[config.mk]
export PLATFORM = sky130hd
export DESIGN_NAME = slow_idle_ctrl
export DESIGN_NICKNAME = d
export VERILOG_FILES = /design/src/rtl/sidle_pkg.sv /design/src/rtl/sidle_divcnt.sv /design/src/rtl/sidle_fsm.sv /design/src/rtl/sidle_dma_arb.sv /design/src/rtl/slow_idle_ctrl.sv
export SDC_FILE = /design/constraint.sdc
export NUM_CORES = 1
export LEC_CHECK = 0
export BUFFER_PORTS_ARGS = -buffer_cell sky130_fd_sc_hd__buf_2
export CAP_MARGIN = 30
export CORE_MARGIN = 2
export CORE_UTILIZATION = 43
export DETAILED_ROUTE_END_ITERATION = 16
export PLACE_DENSITY = 0.76
export SYNTH_ARGS = -nofsm -noshare
export SYNTH_HDL_FRONTEND = slang
export SYNTH_SLANG_ARGS = --single-unit
[constraint.sdc]
create_clock -name clk -period 1.5 [get_ports clk]
set_clock_uncertainty 0.2 [all_clocks]
set_input_delay 0.075 -clock clk [delete_from_list [all_inputs] [get_ports clk]]
set_output_delay 0.075 -clock clk [all_outputs]
set_load 0.01 [all_outputs]
[src/rtl/sidle_pkg.sv]
package sidle_pkg;
   typedef enum logic {
      ST_RUN  = 1'b0,
      ST_IDLE = 1'b1
   } sidle_state_e;

   // log2 of the period for a divisor code
   function automatic int period_log2(input int base_log2, input int code);
      return base_log2 + code;
   endfunction
endpackage

[src/rtl/sidle_divcnt.sv]
module sidle_divcnt #(
   parameter int BASE_LOG2 = 4,
   parameter int CODE_W    = 2,
   localparam int NCODES   = 1 << CODE_W,
   localparam int CNT_W    = BASE_LOG2 + NCODES - 1
) (
   input  logic              clk,
   input  logic              rst_n,
   input  logic              active,
   input  logic              full,
   input  logic [CODE_W-1:0] code,
   output logic              tick
);
   logic [CNT_W-1:0] cnt;
   logic [CNT_W-1:0] lim_tab [NCODES];
   logic [CNT_W-1:0] lim;

   for (genvar g = 0; g < NCODES; g++) begin : g_lim
      assign lim_tab[g] =
         CNT_W'((64'd1 << sidle_pkg::period_log2(BASE_LOG2, g)) - 64'd1);
   end

   assign lim  = lim_tab[code];
   assign tick = active && (full || (cnt == lim));

   always_ff @(posedge clk) begin
      if (!rst_n)               cnt <= '0;
      else if (!active || tick) cnt <= '0;
      else                      cnt <= cnt + 1'b1;
   end
endmodule

[src/rtl/sidle_fsm.sv]
module sidle_fsm #(
   parameter int CODE_W = 2
) (
   input  logic              clk,
   input  logic              rst_n,
   input  logic              idle_req,
   input  logic              idle_full,
   input  logic [CODE_W-1:0] idle_div_sel,
   input  logic              irq_pending,
   input  logic              tick,
   output logic              active,
   output logic              full_q,
   output logic [CODE_W-1:0] code_q,
   output logic              resume
);
   import sidle_pkg::*;

   sidle_state_e st;
   logic         wake;

   assign active = (st == ST_IDLE);
   assign wake   = active && irq_pending && tick;

   always_ff @(posedge clk) begin
      if (!rst_n) begin
         st     <= ST_RUN;
         full_q <= 1'b0;
         code_q <= '0;
         resume <= 1'b0;
      end else begin
         resume <= wake;
         case (st)
            ST_RUN: if (idle_req) begin
               st     <= ST_IDLE;
               full_q <= idle_full;
               code_q <= idle_div_sel;
            end
            ST_IDLE: if (wake) st <= ST_RUN;
            default: st <= ST_RUN;
         endcase
      end
   end
endmodule

[src/rtl/sidle_dma_arb.sv]
module sidle_dma_arb #(
   parameter int LINES = 3
) (
   input  logic             clk,
   input  logic             rst_n,
   input  logic [LINES-1:0] req,
   output logic [LINES-1:0] grant
);
   logic [LINES-1:0] pick;
   logic [LINES:0]   seen;

   assign seen[0] = 1'b0;
   for (genvar i = 0; i < LINES; i++) begin : g_pri
      assign pick[i]   = req[i] && !seen[i];
      assign seen[i+1] = seen[i] || req[i];
   end

   always_ff @(posedge clk) begin
      if (!rst_n) grant <= '0;
      else        grant <= pick;
   end
endmodule

[src/rtl/slow_idle_ctrl.sv]
module slow_idle_ctrl #(
   parameter int DMA_LINES = 3,
   parameter int BASE_LOG2 = 4,
   parameter int CODE_W    = 2
) (
   input  logic                 clk,
   input  logic                 rst_n,
   input  logic                 idle_req,
   input  logic                 idle_full,
   input  logic [CODE_W-1:0]    idle_div_sel,
   input  logic                 irq_pending,
   input  logic [DMA_LINES-1:0] dma_req,
   output logic                 core_ce,
   output logic                 aux_ce,
   output logic                 resume_pulse,
   output logic [DMA_LINES-1:0] dma_grant
);
   if (DMA_LINES < 1) begin : g_bad_lines
      $error("DMA_LINES must be at least 1");
   end
   if (BASE_LOG2 < 1 || BASE_LOG2 + (1 << CODE_W) > 32) begin : g_bad_div
      $error("BASE_LOG2/CODE_W give an unsupported period range");
   end

   logic              active;
   logic              full_q;
   logic [CODE_W-1:0] code_q;
   logic              tick;

   sidle_fsm #(.CODE_W(CODE_W)) u_fsm (
      .clk(clk), .rst_n(rst_n), .idle_req(idle_req), .idle_full(idle_full),
      .idle_div_sel(idle_div_sel), .irq_pending(irq_pending), .tick(tick),
      .active(active), .full_q(full_q), .code_q(code_q), .resume(resume_pulse)
   );

   sidle_divcnt #(.BASE_LOG2(BASE_LOG2), .CODE_W(CODE_W)) u_cnt (
      .clk(clk), .rst_n(rst_n), .active(active), .full(full_q),
      .code(code_q), .tick(tick)
   );

   sidle_dma_arb #(.LINES(DMA_LINES)) u_arb (
      .clk(clk), .rst_n(rst_n), .req(dma_req), .grant(dma_grant)
   );

   assign core_ce = !active;
   assign aux_ce  = !active || tick;
endmodule

==> key figures, run 1 <==
Place
  • Hpwl dp: 800 um
  • Routability cong.: 0.7356
  • Cell total after placement: 91
  • PortBufs: 15

Floorplanning
  • Die area: 0.001679 mm^2
  • Initial Util: 45.76%
  • # rows: 13
  • CORE AREA: 0.001285 mm^2
  • IO Pins: 16
  • Die Height: 40.98 um
  • Die width: 40.98 um

Timing
  • # setup viols final: 9
  • Worst-margin pin slew: 0.3479 ns
  • Final count of pins violating max slew: 0
  • Relative slew margins: 76.76%
  • RSZ-0062 raised after global routing: true
  • Max frequency: 0.5787 GHz
  • Min Tclk post-route: 1.728 ns
  • Post-route setup slack: -0.2279 ns
  • Hold Violations, Final: 0
  • Period utilization: 115.2%

Setup path
  • CP Max Fanout: 2
  • WP data required: 1.22 ns
  • Reg2Reg Depth: 6
  • CP arrival: 1.45 ns
  • R2r startpoint: u_cnt.cnt[0]
  • Critical path type: register to output port
  • Worst setup EP type: output port
  • Slowest CP cell: dfxtp_2
  • Crit-path cells: ha_4 -> and3_4 -> o211a_4 -> a21oi_2 -> nand2_1 -> buf_2
  • CP bufs+invs: 1
  • Startpoint Class: register
  • R2r endpoint: u_cnt.cnt[0]
  • CP peak stage delay: 0.35 ns
  • CP delay by family, top: flip-flops
  • R2R setup slack: -0.18 ns

Drt
  • Drt wl/cell: 13.53 um
  • First-pass DRT Iterations: 4
  • Via count: 532
  • DRC viols: 0
  • Via/cell ratio: 4.926
  • Routed Wire Length: 1461 um
  • Routed Antenna Nets: 0
  • DR iter-0 viols: 4

Final layout
  • Diode count: 0
  • Most frequent cells in the layout: buf_2, dfxtp_1, dlygate4sd3_1
  • Synth-to-layout area growth: 55.96%
  • Nets: 105
  • Layout Cells excl Fill: 108
  • Proportion of layout cells with a drive suffix above 1: 41.94%
  • Commonest non-fill, non-tap cell in the layout: buf_2

Yosys
  • Register area share after synthesis: 51.06%
  • Syn. warnings: 0
  • Largest area contributor in the netlist: dfxtp_1
  • Synthesized area: 588.1 um^2
  • Synth Instances: 58
  • Area contributors post-synth: dfxtp_1, mux2i_1, nor2_1
  • Top-area cell type share of the netlist area: 51.06%
  • Post-synth cell types: 24
  • Synth Register Bits: 15
  • Mean Syn Cell Area: 10.14 um^2
  • Synth Net Count: 69

Global routing
  • GRT Util Overall: 18.82%
  • Largest net degree at the start of global routing: 9
  • Vias in the first global route: 456
  • Total gr overflow: 0
  • First-pass GRT wire length: 1980 um
  • Initial antenna violation count: 0

Worst hold path
  • Min-delay src: dma_req[1]
  • Hold-critical path depth: 3
  • WHS Endpoint: u_arb.grant[2]
  • Worst hold path type: input port to register

Clock network
  • Maximum clock path buffer count: 2
  • TritonCTS Buffers: 3
  • Clk root buf: clkbuf_4
  • Sink Count: 15
  • Reg clk slew, reported paths: 0.09 ns
  • H-tree depth: 1
  • CTS tree: built
  • Clk_lat worst skew: 0.27 ns

Pwr
  • Power per Cell Area: 812.5 mW/mm^2
  • P_leak: 0.3794 nW
  • Total power: 0.7452 mW
  • Worst vdd ir: 0.6500 mV

Status
  • Outcome: finished, violations left
  • Failing checks: setup timing

Job
  • Max cap viols: 0
Yosys cell counts:
library cell	number
o221a_2	1
and3_1	2
o21a_1	1
a211o_2	1
nand3b_1	1
a21oi_1	1
and2_1	1
mux2i_1	3
ha_1	1
nand2b_1	1
nand2_1	3
and3b_1	1
xnor2_1	3
nor4bb_1	1
dfxtp_1	15
a31o_1	1
inv_1	2
nand3_1	2
nor2b_1	4
o211a_1	1
nor2_1	7
nor3_1	2
xor2_1	2
nor3b_1	1
logic make-up after synthesis:
| group | count (synthesis) | synth area share (%) |
|---|---|---|
| AOI/OAI and AO/OA | 6 | 8.936 |
| adders and majority gates | 1 | 2.127 |
| xor gates and xnor gates | 5 | 7.448 |
| DFF | 15 | 51.06 |
| and+or+nand+nor | 26 | 24.05 |
| buffers and inverters | 2 | 1.277 |
| muxes | 3 | 5.107 |
layer usage:
| layer | vias to the layer above | share of wire [%] | global-route usage (%) |
|---|---|---|---|
| li1 | 269 | - | - |
| met1 | 251 | 43 | 23.49 |
| met2 | 8 | 51 | 30.47 |
| met3 | 4 | 3.0 | 3.261 |
| met4 | 0 | 3.0 | 10.00 |
| met5 | - | 0 | 0 |
worst reg2reg max path, cell delays in order, from the launching register on:
cell	delay (ns)
dfxtp_2	0.35
ha_4	0.16
and3_4	0.18
o211a_4	0.15
buf_4	0.13
a211o_4	0.37
nor2_1	0.10
registers in the layout, summed over array words and instances (netlist names):
| name | count |
|---|---|
| u_fsm.code_q | 2 |
| u_cnt.cnt | 7 |
| u_arb.grant | 3 |
| u_fsm.full_q | 1 |
| u_fsm.resume | 1 |
| u_fsm.active | 1 |
where the power goes:
part           switching (mW)  internal [mW]
sequential             0.0127          0.412
clock                   0.123          0.103
combinational          0.0394         0.0555
repair_timing:
action                                 4_1_cts  5_1_grt
setup endpoints to repair                    9       11
endpoints found under the hold margin        8        0
gates resized for setup                      4        9
hold buffers                                10        0
buffers inserted                             3        1
pin swaps                                    8        3
stage by stage:
step | hold slack (ns) | cell area [um^2] | setup TNS, ns | setup WS, ns | utilization (%)
finish | 0.3099 | 917.1 | -1.523 | -0.2279 | 71.37
global route | 0.3234 | 917.1 | -1.976 | -0.2991 | 71.37
CTS | 0.2995 | 884.6 | -1.136 | -0.2092 | 68.84
detailed placement | 0.05678 | 719.4 | -0.2404 | -0.03903 | 55.99
global placement | 0.05093 | 719.4 | -0.07178 | -0.01857 | 55.99
floorplan | -0.04930 | 603.1 | 0 | 0.0005885 | -
worst max-delay path by stage:
stage | startpoint | slack, ns | to | cells past startpoint
detailed placement | u_cnt.cnt[0] | -0.04 | u_fsm.active | 5
finish | u_cnt.cnt[0] | -0.23 | aux_ce | 6
CTS | u_cnt.cnt[1] | -0.21 | aux_ce | 6
global route | u_cnt.cnt[0] | -0.30 | aux_ce | 6
floorplan | u_cnt.cnt[0] | 0.0006 | u_fsm.active | 5
global placement | u_cnt.cnt[0] | -0.02 | u_cnt.cnt[3] | 5
area by class of cell:
type / count / area, um^2
Clock buffer: 4 / 26.28
Fill cell: 101 / 367.9
Inverter: 2 / 7.507
Multi-Input combinational cell: 41 / 336.6
Sequential cell: 15 / 305.3
Tap cell: 15 / 18.77
Timing Repair Buffer: 31 / 222.7
Power figures use the tool's default switching activity.
==> run 2: changes to the inputs <==
- CORE_AREA: not set -> 2 2 39 41
- CORE_MARGIN: 2 -> not set
- CORE_UTILIZATION: 43 -> not set
- DIE_AREA: not set -> 0 0 41 43
- PLACE_DENSITY: 0.76 -> 0.75
- clock period: 1.5 -> 1.6 ns (I/O delays scaled with it)
==> run 2 against run 1 <==
  * Setup slack gained 0.071 ns
  * Critical endpoint unchanged
  * Non-clock buffer count shrank 2
  * Final cell count shrank 0.93%
  * The run still ends with setup timing left
==> key figures, run 2 (same netlist as run 1, synthesis figures left out) <==
Drt
  • Routed Antenna Nets: 0
  • DR iter-0 viols: 5
  • First-pass DRT Iterations: 4
  • Via/cell ratio: 5.000
  • Routed Wire Length: 1373 um
  • DRC viols: 0
  • Drt wl/cell: 12.83 um
  • Via count: 535

Final layout
  • Sequential standard cell area: 305.3 um^2
  • Diode count: 0
  • Top reg by flops: u_cnt.cnt
  • Synth-to-layout area growth: 48.94%
  • Max reg flops: 7
  • Multi-input logic area: 306.5 um^2
  • Final instance area: 875.8 um^2
  • Layout Cells excl Fill: 107
  • Regs by FF count: u_cnt.cnt x7, u_arb.grant x3, u_fsm.code_q x2
  • Nets: 103
  • Commonest non-fill, non-tap cell in the layout: buf_2
  • Most frequent cells in the layout: buf_2, dfxtp_1, dlygate4sd3_1
  • Proportion of layout cells with a drive suffix above 1: 36.26%
  • # fillers: 114

Worst hold path
  • Hold-critical path depth: 1
  • WHS Endpoint: u_cnt.cnt[0]
  • Min-delay src: u_cnt.cnt[0]
  • Worst hold path type: register to register

Place
  • Routability cong.: 0.6820
  • Hpwl dp: 847.3 um
  • Cell total after placement: 90
  • PortBufs: 15
  • Post-DP Area: 690.7 um^2

Floorplanning
  • Die width: 41 um
  • # rows: 14
  • CORE AREA: 0.001384 mm^2
  • Die Height: 43 um
  • Die area: 0.001763 mm^2
  • IO Pins: 16
  • Initial Util: 42.50%

Timing
  • Max frequency: 0.5691 GHz
  • Min Tclk post-route: 1.757 ns
  • RSZ-0062 raised after global routing: true
  • Relative slew margins: 77.23%
  • Final count of pins violating max slew: 0
  • Worst-margin pin slew: 0.3408 ns
  • Hold Violations, Final: 0
  • Post-route setup slack: -0.1573 ns
  • Period utilization: 109.8%
  • TNS Setup: -0.2379 ns
  • Hold Worst Slack: 0.2522 ns
  • # setup viols final: 2

Pwr
  • Total power: 0.7033 mW
  • Worst vdd ir: 0.6025 mV
  • P_leak: 0.3815 nW
  • Power per Cell Area: 803.0 mW/mm^2

Clock network
  • Clk root buf: clkbuf_4
  • TritonCTS Buffers: 3
  • H-tree depth: 1
  • Reg clk slew, reported paths: 0.09 ns
  • CTS tree: built
  • Sink Count: 15
  • Clk_lat worst skew: 0.28 ns
  • Maximum clock path buffer count: 2

Global routing
  • GRT Util Overall: 18.51%
  • Largest net degree at the start of global routing: 10
  • Vias in the first global route: 553
  • Total gr overflow: 0
  • First-pass GRT wire length: 2166 um
  • Initial antenna violation count: 0

Setup path
  • Crit-path cells: ha_4 -> and3_4 -> o211a_1 -> a21oi_2 -> nand2_1 -> buf_2
  • Worst setup EP type: output port
  • R2R setup slack: -0.08 ns
  • WP data required: 1.32 ns
  • Slowest CP cell: dfxtp_2
  • CP bufs+invs: 1
  • CP delay by family, top: flip-flops
  • CP peak stage delay: 0.35 ns
  • R2r startpoint: u_cnt.cnt[0]
  • Startpoint Class: register
  • R2r endpoint: u_fsm.active
  • CP Max Fanout: 3
  • Critical path type: register to output port
  • Reg2Reg Depth: 7
  • CP arrival: 1.48 ns

Job
  • Max cap viols: 0

Status
  • Outcome: finished, violations left
  • Failing checks: setup timing
-- run 2: where the power goes --
group | internal [mW] | switching [mW]
Sequential | 0.386 | 0.0115
Combinational | 0.0514 | 0.0354
Clock | 0.0929 | 0.126
-- run 2: worst register-to-register path: cells and delay by family, from the launching register on --
kind	cells	cell delay [ns]
compound gates	3	0.47
fa+ha+maj	1	0.13
buf+inv	2	0.24
simple gates	1	0.18
flops	1	0.37
-- run 2: layout make-up --
class	instances	share of cell area (%)
Clock inverter	1	0.5714
Timing Repair Buffer	29	23.86
Multi-Input combinational cell	41	35.00
Tap cell	16	2.286
Sequential cell	15	34.86
Inverter	2	0.8571
Clock buffer	3	2.571
-- run 2: metrics by stage --
| stage | util (%) | setup slack, ns |
|---|---|---|
| detailed placement | 49.91 | 0.02292 |
| global placement | 49.91 | 0.05360 |
| global route | 63.29 | -0.2002 |
| CTS | 62.12 | -0.1358 |
| floorplan | - | 0.07449 |
| finish | 63.29 | -0.1573 |
-- run 2: how the worst max path moves through the flow --
| stage | from | endpoint | slack, ns | cells past startpoint |
|---|---|---|---|---|
| after detailed placement | u_cnt.cnt[0] | u_cnt.cnt[3] | 0.02 | 5 |
| final | u_cnt.cnt[0] | aux_ce | -0.16 | 6 |
| after CTS | u_cnt.cnt[0] | aux_ce | -0.14 | 6 |
| after floorplan | u_cnt.cnt[0] | u_cnt.cnt[2] | 0.07 | 5 |
| after global routing | u_cnt.cnt[0] | aux_ce | -0.20 | 6 |
| after global placement | u_cnt.cnt[0] | u_cnt.cnt[2] | 0.05 | 5 |
-- run 2: metal layers --
| metal | share of wire (%) | global-route usage (%) |
|---|---|---|
| met5 | 0 | 0 |
| met4 | 1.1 | 6.000 |
| met2 | 56 | 33.75 |
| met1 | 40 | 18.77 |
| met3 | 3.1 | 4.712 |
-- run 2: repair_timing --
action                                  in CTS  in global routing
pin swaps                                    2                  2
hold buffers                                10                  0
hold endpoints to repair                     8                  0
endpoints found under the setup margin       1                  3
setup buffers                                2                  1
gates cloned                                 0                  0
resized for setup                            8                  2
